$ cat src/rtl/pcv_pkg.sv
package pcv_pkg;

    localparam int OPC_W = 9;

    typedef enum logic [2:0] {
        OP_NONE = 3'd0,
        OP_SEL  = 3'd1,
        OP_HALF = 3'd2,
        OP_UPK  = 3'd3,
        OP_SPK  = 3'd4
    } pcv_op_e;

    localparam logic [5:0] BASE_SEL  = 6'h00;
    localparam logic [5:0] BASE_HALF = 6'h2F;
    localparam logic [5:0] BASE_UPK  = 6'h30;
    localparam logic [5:0] BASE_SPK  = 6'h31;

    function automatic pcv_op_e decode_op(input logic [OPC_W-1:0] opc);
        pcv_op_e   op;
        logic      enc_ok;
        enc_ok = (opc[8:6] == 3'b000) || (opc[8:6] == 3'b100);
        op     = OP_NONE;
        if (enc_ok) begin
            unique case (opc[5:0])
                BASE_SEL:  op = OP_SEL;
                BASE_HALF: op = OP_HALF;
                BASE_UPK:  op = OP_UPK;
                BASE_SPK:  op = OP_SPK;
                default:   op = OP_NONE;
            endcase
        end
        return op;
    endfunction

endpackage

$ cat src/rtl/pcv_src_mod.sv
module pcv_src_mod #(
    parameter int DATA_W = 32
) (
    input  logic [DATA_W-1:0] src_in,
    input  logic              abs_en,
    input  logic              neg_en,
    output logic [DATA_W-1:0] src_out
);
    localparam int SIGN_BIT = DATA_W - 1;

    logic sign_abs;

    always_comb begin
        sign_abs = abs_en ? 1'b0 : src_in[SIGN_BIT];
        src_out  = src_in;
        src_out[SIGN_BIT] = sign_abs ^ neg_en;
    end
endmodule

$ cat src/rtl/pcv_sat16.sv
module pcv_sat16 #(
    parameter int DATA_W = 32,
    parameter int HALF_W = 16
) (
    input  logic [DATA_W-1:0] val,
    input  logic              signed_mode,
    output logic [HALF_W-1:0] res
);
    localparam logic [DATA_W-1:0] U_MAX = DATA_W'((64'd1 << HALF_W) - 64'd1);
    localparam logic signed [DATA_W-1:0] S_MAX = DATA_W'((64'd1 << (HALF_W-1)) - 64'd1);
    localparam logic signed [DATA_W-1:0] S_MIN = -S_MAX - DATA_W'(1);

    logic signed [DATA_W-1:0] sval;

    always_comb begin
        sval = val;
        if (signed_mode) begin
            if (sval > S_MAX)      res = S_MAX[HALF_W-1:0];
            else if (sval < S_MIN) res = S_MIN[HALF_W-1:0];
            else                   res = sval[HALF_W-1:0];
        end else begin
            if (val > U_MAX) res = U_MAX[HALF_W-1:0];
            else             res = val[HALF_W-1:0];
        end
    end
endmodule

$ cat src/rtl/pcv_f2h_rtz.sv
module pcv_f2h_rtz (
    input  logic [31:0] f_in,
    output logic [15:0] h_out
);
    localparam logic [7:0]  E_MAX_H  = 8'd142;
    localparam logic [7:0]  E_MIN_N  = 8'd113;
    localparam logic [7:0]  E_BIAS_D = 8'd112;
    localparam logic [7:0]  SUB_REF  = 8'd126;
    localparam logic [14:0] H_MAXFIN = 15'h7BFF;
    localparam logic [14:0] H_INF    = 15'h7C00;
    localparam logic [14:0] H_QNAN   = 15'h7E00;

    logic        sgn;
    logic [7:0]  exp_f;
    logic [22:0] man_f;
    logic [7:0]  exp_h;
    logic [7:0]  sub_sh;
    logic [23:0] sub_man;

    always_comb begin
        sgn     = f_in[31];
        exp_f   = f_in[30:23];
        man_f   = f_in[22:0];
        exp_h   = exp_f - E_BIAS_D;
        sub_sh  = SUB_REF - exp_f;
        sub_man = {1'b1, man_f} >> sub_sh;
        if (exp_f == 8'hFF) begin
            h_out = {sgn, (man_f != 23'd0) ? H_QNAN : H_INF};
        end else if (exp_f > E_MAX_H) begin
            h_out = {sgn, H_MAXFIN};
        end else if (exp_f >= E_MIN_N) begin
            h_out = {sgn, exp_h[4:0], man_f[22:13]};
        end else if (exp_f == 8'd0) begin
            h_out = {sgn, 15'd0};
        end else begin
            h_out = {sgn, 5'd0, sub_man[9:0]};
        end
    end
endmodule

$ cat src/rtl/pcv_lane.sv
module pcv_lane #(
    parameter int DATA_W = 32,
    parameter int MASK_W = 64
) (
    input  logic                       clk,
    input  logic                       rst_n,
    input  logic                       in_valid,
    input  logic [8:0]                 opcode,
    input  logic [$clog2(MASK_W)-1:0]  lane_id,
    input  logic [DATA_W-1:0]          src0,
    input  logic [DATA_W-1:0]          src1,
    input  logic [MASK_W-1:0]          lane_mask,
    input  logic                       abs0,
    input  logic                       neg0,
    input  logic                       abs1,
    input  logic                       neg1,
    output logic [DATA_W-1:0]          out_data,
    output logic                       out_valid
);
    import pcv_pkg::*;

    localparam int HALF_W = DATA_W / 2;
    localparam int NSRC   = 2;

    logic [DATA_W-1:0] raw   [NSRC];
    logic              abs_v [NSRC];
    logic              neg_v [NSRC];
    logic [DATA_W-1:0] msrc  [NSRC];
    logic [HALF_W-1:0] sat_r [NSRC];
    logic [HALF_W-1:0] hlf_r [NSRC];

    pcv_op_e           op_cur;
    logic              spk_mode;
    logic [DATA_W-1:0] res_nxt;
    logic              vld_nxt;

    always_comb begin
        raw[0]   = src0;  raw[1]   = src1;
        abs_v[0] = abs0;  abs_v[1] = abs1;
        neg_v[0] = neg0;  neg_v[1] = neg1;
    end

    always_comb begin
        op_cur   = decode_op(opcode);
        spk_mode = (op_cur == OP_SPK);
    end

    for (genvar gi = 0; gi < NSRC; gi++) begin : g_src
        pcv_src_mod #(.DATA_W(DATA_W)) u_mod (
            .src_in (raw[gi]),
            .abs_en (abs_v[gi]),
            .neg_en (neg_v[gi]),
            .src_out(msrc[gi])
        );
        pcv_sat16 #(.DATA_W(DATA_W), .HALF_W(HALF_W)) u_sat (
            .val        (msrc[gi]),
            .signed_mode(spk_mode),
            .res        (sat_r[gi])
        );
        pcv_f2h_rtz u_f2h (
            .f_in (msrc[gi]),
            .h_out(hlf_r[gi])
        );
    end

    always_comb begin
        res_nxt = '0;
        vld_nxt = 1'b0;
        if (in_valid) begin
            unique case (op_cur)
                OP_SEL: begin
                    res_nxt = lane_mask[lane_id] ? msrc[1] : msrc[0];
                    vld_nxt = 1'b1;
                end
                OP_HALF: begin
                    res_nxt = {hlf_r[1], hlf_r[0]};
                    vld_nxt = 1'b1;
                end
                OP_UPK, OP_SPK: begin
                    res_nxt = {sat_r[1], sat_r[0]};
                    vld_nxt = 1'b1;
                end
                default: begin
                    res_nxt = '0;
                    vld_nxt = 1'b0;
                end
            endcase
        end
    end

    always_ff @(posedge clk) begin
        if (!rst_n) begin
            out_data  <= '0;
            out_valid <= 1'b0;
        end else begin
            out_data  <= res_nxt;
            out_valid <= vld_nxt;
        end
    end
endmodule

$ cat config.mk
export PLATFORM = sky130hd
export DESIGN_NAME = pcv_lane
export DESIGN_NICKNAME = d
export VERILOG_FILES = /design/src/rtl/pcv_pkg.sv /design/src/rtl/pcv_src_mod.sv /design/src/rtl/pcv_sat16.sv /design/src/rtl/pcv_f2h_rtz.sv /design/src/rtl/pcv_lane.sv
export SDC_FILE = /design/constraint.sdc
export NUM_CORES = 1
export LEC_CHECK = 0
export BUFFER_PORTS_ARGS = -buffer_cell sky130_fd_sc_hd__buf_2
export CAP_MARGIN = 20
export CELL_PAD_IN_SITES_DETAIL_PLACEMENT = 1
export CELL_PAD_IN_SITES_GLOBAL_PLACEMENT = 2
export CORE_MARGIN = 8
export CORE_UTILIZATION = 32
export DETAILED_ROUTE_END_ITERATION = 16
export GPL_ROUTABILITY_DRIVEN = 0
export PLACE_DENSITY_LB_ADDON = 0.1
export SYNTH_ARGS = -nofsm -noshare
export SYNTH_HDL_FRONTEND = slang
export SYNTH_HIERARCHICAL = 1
export SYNTH_SLANG_ARGS = --single-unit
export TNS_END_PERCENT = 20
$ cat constraint.sdc
create_clock -name clk -period 3.8 [get_ports clk]
set_input_delay 0.38 -clock clk [delete_from_list [all_inputs] [get_ports clk]]
set_output_delay 0.38 -clock clk [all_outputs]
set_load 0.01 [all_outputs]
# == Word-level counts from Yosys, hierarchy flattened ==
# Index checks and enable logic that the tools add are counted.
# word_totals
register_bits,33
latch_bits,0
ramBits,0
romBits,0
inputBits,150
wordCells,68
n_memories,0
# op_classes
addsub,4
n_mul,0
n_div,0
magnitude_cmp,11
n_eq_ne,10
n_shift,2
muxes,27
bitwise,2
reduce_logical,10
# ops
operator,n
32-bit by 16-bit greater-than comparator with 1-bit output (second input constant),4
16-bit 2-to-1 mux,8
32-bit one-hot mux with 3 select lines,1
15-bit 2-to-1 mux,6
32-bit by 16-bit < comparator with 1-bit output (second input constant),2
24-bit by 8-bit right shift with 10-bit output,2
23-bit nonzero test,2
10-bit 2-to-1 mux,4
32-bit 2-to-1 mux,1
6-bit == test (second input constant),3
8-bit == test (second input constant),2
8-bit by 7-bit greater-or-equal comparator with 1-bit output (second input constant),2
8-bit greater-than comparator (second input constant),2
8-bit logical NOT,2
7-bit by 8-bit subtractor with 8-bit output (first input constant),2
3-bit one-hot mux with 4 select lines,1
5-bit subtractor (second input constant),2
6-bit by 7-bit < comparator with 1-bit output (second input constant),1
1-bit binary-select mux with 6-bit select,1
3-bit by 2-bit == test with 1-bit output (second input constant),2
3-bit == test (second input constant),2
6-bit logical NOT,1
1-bit 2-to-1 mux,4
4-bit OR reduction,1
7 further kinds,8

# == Depth between registers and ports, before layout ==
# logic_depth
word_depth,7
depth_mapped,15

# == Cells and area by module ==
# Netlist, hierarchy kept.
# by_module_without_submodules
mod,n_inst,cells_each,area_each_um2,seq_area_each_um2
pcv_f2h_rtz,2,162,1550.2,0.0
pcv_lane,1,206,2215.9,660.6
pcv_sat16,2,51,296.5,0.0
pcv_src_mod,2,33,262.8,0.0

# == Least setup slack after synthesis ==
# Ideal clock, no wire load.
# synth_path
path_type,input-to-reg
startpoint,input port src0[23]
endpoint,register out_data[5]
setup_ns,0.134
arrival_time_ns,2.866
t_required_ns,3.666
slack_ns,0.800
cell_stages,13
n_path_buf,5
cell_sequence,buf_4 buf_6 buf_6 inv_1 ha_1 clkbuf_8 clkbuf_1 mux4_2 mux4_2 a22oi_1 nand2_1 a22oi_1 o22ai_1
# synth_lines
element,line_no,rtl
start: declaration,pcv_lane.sv:10,"input logic [DATA_W-1:0] src0,"
end signal: assignment,pcv_lane.sv:96,out_data <= res_nxt;
end: declaration,pcv_lane.sv:17,"output logic [DATA_W-1:0] out_data,"

==> results.toml <==
[outcome]
status = "complete, no violations"

[min_path]
min_path_type = "in2reg"

[cts]
cts.sinks = 33
htreeDepth = 2
ctsHoldBuffers = 0
clockBufferDepth = 2
cts.clk_slew.worst_paths_ps = 60
post_cts_resized = 0
cts_buffers = 5
cts_tree = "built"
root_buffer = "clkbuf_16"
post_cts_buffers = 0

[floorplan]
fp.dieW_um = 158
io_pins = 183
dieArea_um2 = 24900
fp-row-count = 52
core_um2 = 20000
start_util_pct = 32.2
chipHeight_um = 158

[detailed_routing]
drc = 0
drt-initial-drc-count = 329
drtPass1Iterations = 5
antenna_left = 0
vias_per_cell = 5.95
wl_per_cell_um = 25.3
via_count = 6300
routed_wl_um = 26700

[cells_and_area]
final_util_pct = 35.5
antenna_cells = 0
final_common_cell = "buf_2"
fin_area_um2 = 7090
area_growth_pct = 10.2
fill_cells = 2392
final_nets = 949
layout_common_cells = "buf_2, nor2_1, a21oi_1"
layout-drive-gt1-share_pct = 38.6

[synthesis]
syn_inst = 698
syn_area_per_cell_um2 = 9.22
ys_types = 59
syn-num-nets = 860
synthFlopType = "dfxtp_1"
synth_seq_cells = 33
ys_top_cells_by_area = "mux4_2, dfxtp_1, buf_4"
synth_area_leader_cell = "mux4_2"
ys_seq_area_share_pct = 10.3
synth_edf_count = 0
yosysTopAreaCellShare_pct = 17.5
synthArstFlopShare_pct = 0
ys_warn_count = 6
mappedNetlistArea_um2 = 6430

[setup_path]
required_ps = 3960
cpPeakStageDelay_ps = 520
worstPathArrival_ps = 3090
worst_setup_path_end_kind = "flip-flop"
path_common_cell = "mux4_2"
cp_cell_sequence = "buf_2, inv_1, ha_1, buf_4, mux4_2, mux4_2, a21oi_1, o21ai_1, a22oi_1, o22ai_1"
path_max_fanout = 26
slowest_stage = "mux4_2"
crit_path_start_kind = "input pin"
crit_type = "in2reg"

[place]
dp_hpwl_um = 20700
portBuffers = 181
dpl-instance-area_um2 = 6950

[power_and_ir_drop]
peakVddDrop_mv = 0.156
p_total_uw = 1520
cellPowerDensity_nw_per_um2 = 214
p_leak_uw = 0.00287

[sta]
max_freq_mhz = 341
rsz0062_at_grt = "false"
setup_violations = 0
slew_violations = 0
min_period_ps = 2930
finalHoldViolCount = 0
worstMarginPinSlew_ps = 985
slew_headroom_pct = 34.1
fin_crit_sh_pct = 77.2
fin_tns_setup_ps = 0

[global_route]
grt.total_usage_pct = 21.1
grt_pass1_wl_um = 40200
grt_pass1_vias = 6729
grt_max_degree = 34
grt_overflow = 0
antenna_found_initial = 0

[run]
maxCapViolCount = 0
==> metrics by stage <==
| step | setup slack (ps) | hold WS [ps] | instances |
|---|---|---|---|
| after floorplan | 800 | 659 | 698 |
| after CTS | 881 | 516 | 1058 |
| after global routing | 715 | 554 | 1058 |
| after global placement | 604 | 780 | 1049 |
| final | 868 | 503 | 1058 |
| after detailed placement | 598 | 780 | 1050 |
==> final timing paths <==
check                     from           end  slack (ps)  depth (start not counted)
worst max-delay path  src1[23]  out_data[23]         870                         10
worst min-delay path  src0[11]  out_data[11]         500                          3
==> Yosys cell counts, types with 7 or more instances <==
cell      count
a21oi_1      54
a22oi_1      38
and2_1        7
buf_4        66
buf_6        16
clkbuf_1     27
dfxtp_1      33
ha_1         12
inv_1         8
mux2_2        7
mux2i_1      43
mux4_1       18
mux4_2       50
nand2_1      34
nand3_1      16
nand4_1      14
nor2_1       59
nor2b_1      11
nor4_1       12
o21ai_0      26
o21ai_1       8
o22ai_1      35
==> logic make-up (layout without fill, tap and decap cells) <==
| logic type | count (synthesis) | count (layout) | share of synthesized area (%) |
|---|---|---|---|
| flip-flops | 33 | 33 | 10.3 |
| buffers and inverters | 130 | 220 | 14.8 |
| adder cells (fa/ha/maj) | 12 | 12 | 2.33 |
| multiplexers | 118 | 118 | 32.8 |
| AND/OR/NAND/NOR | 187 | 187 | 15.6 |
| XOR/XNOR | 11 | 11 | 2.20 |
| AO/OA/AOI/OAI | 207 | 207 | 22.0 |
==> critical path, delay by kind of cell <==
| kind | cells | cell delay (ps) |
|---|---|---|
| AOI/OAI and AO/OA | 4 | 670 |
| adders and majority gates | 1 | 320 |
| muxes | 2 | 920 |
| buffers and inverters | 3 | 790 |
==> layer usage <==
metal | share of wire [%] | wire length, µm | vias up | track usage [%]
li1 | - | - | 2859 | -
met1 | 41 | 11000 | 3183 | 25.5
met2 | 52 | 13900 | 219 | 38.6
met3 | 4.8 | 1290 | 39 | 2.65
met4 | 2.1 | 554 | 0 | 5.39
met5 | 0 | 0 | - | 0
==> sequential cells by signal, summed over array words and instances, names as in the netlist <==
register   count
out_data      32
out_valid      1
==> where the power goes <==
part | total [µW] | switching [µW] | internal, µW
Sequential | 346 | 0.0842 | 346
Clock | 410 | 170 | 241
Combinational | 764 | 412 | 353
Total | 1520 | 582 | 939
==> final cells by class <==
cell class	count	area, µm²	share of cell area, %
Multi-Input combinational cell	535	4820	68.0
Timing Repair Buffer	204	1100	15.5
Sequential cell	33	661	9.31
Tap cell	270	338	4.76
Clock buffer	5	125	1.76
Inverter	8	30.0	0.423
Clock inverter	3	17.5	0.247
No activity file was read; power rests on OpenSTA's default activity.
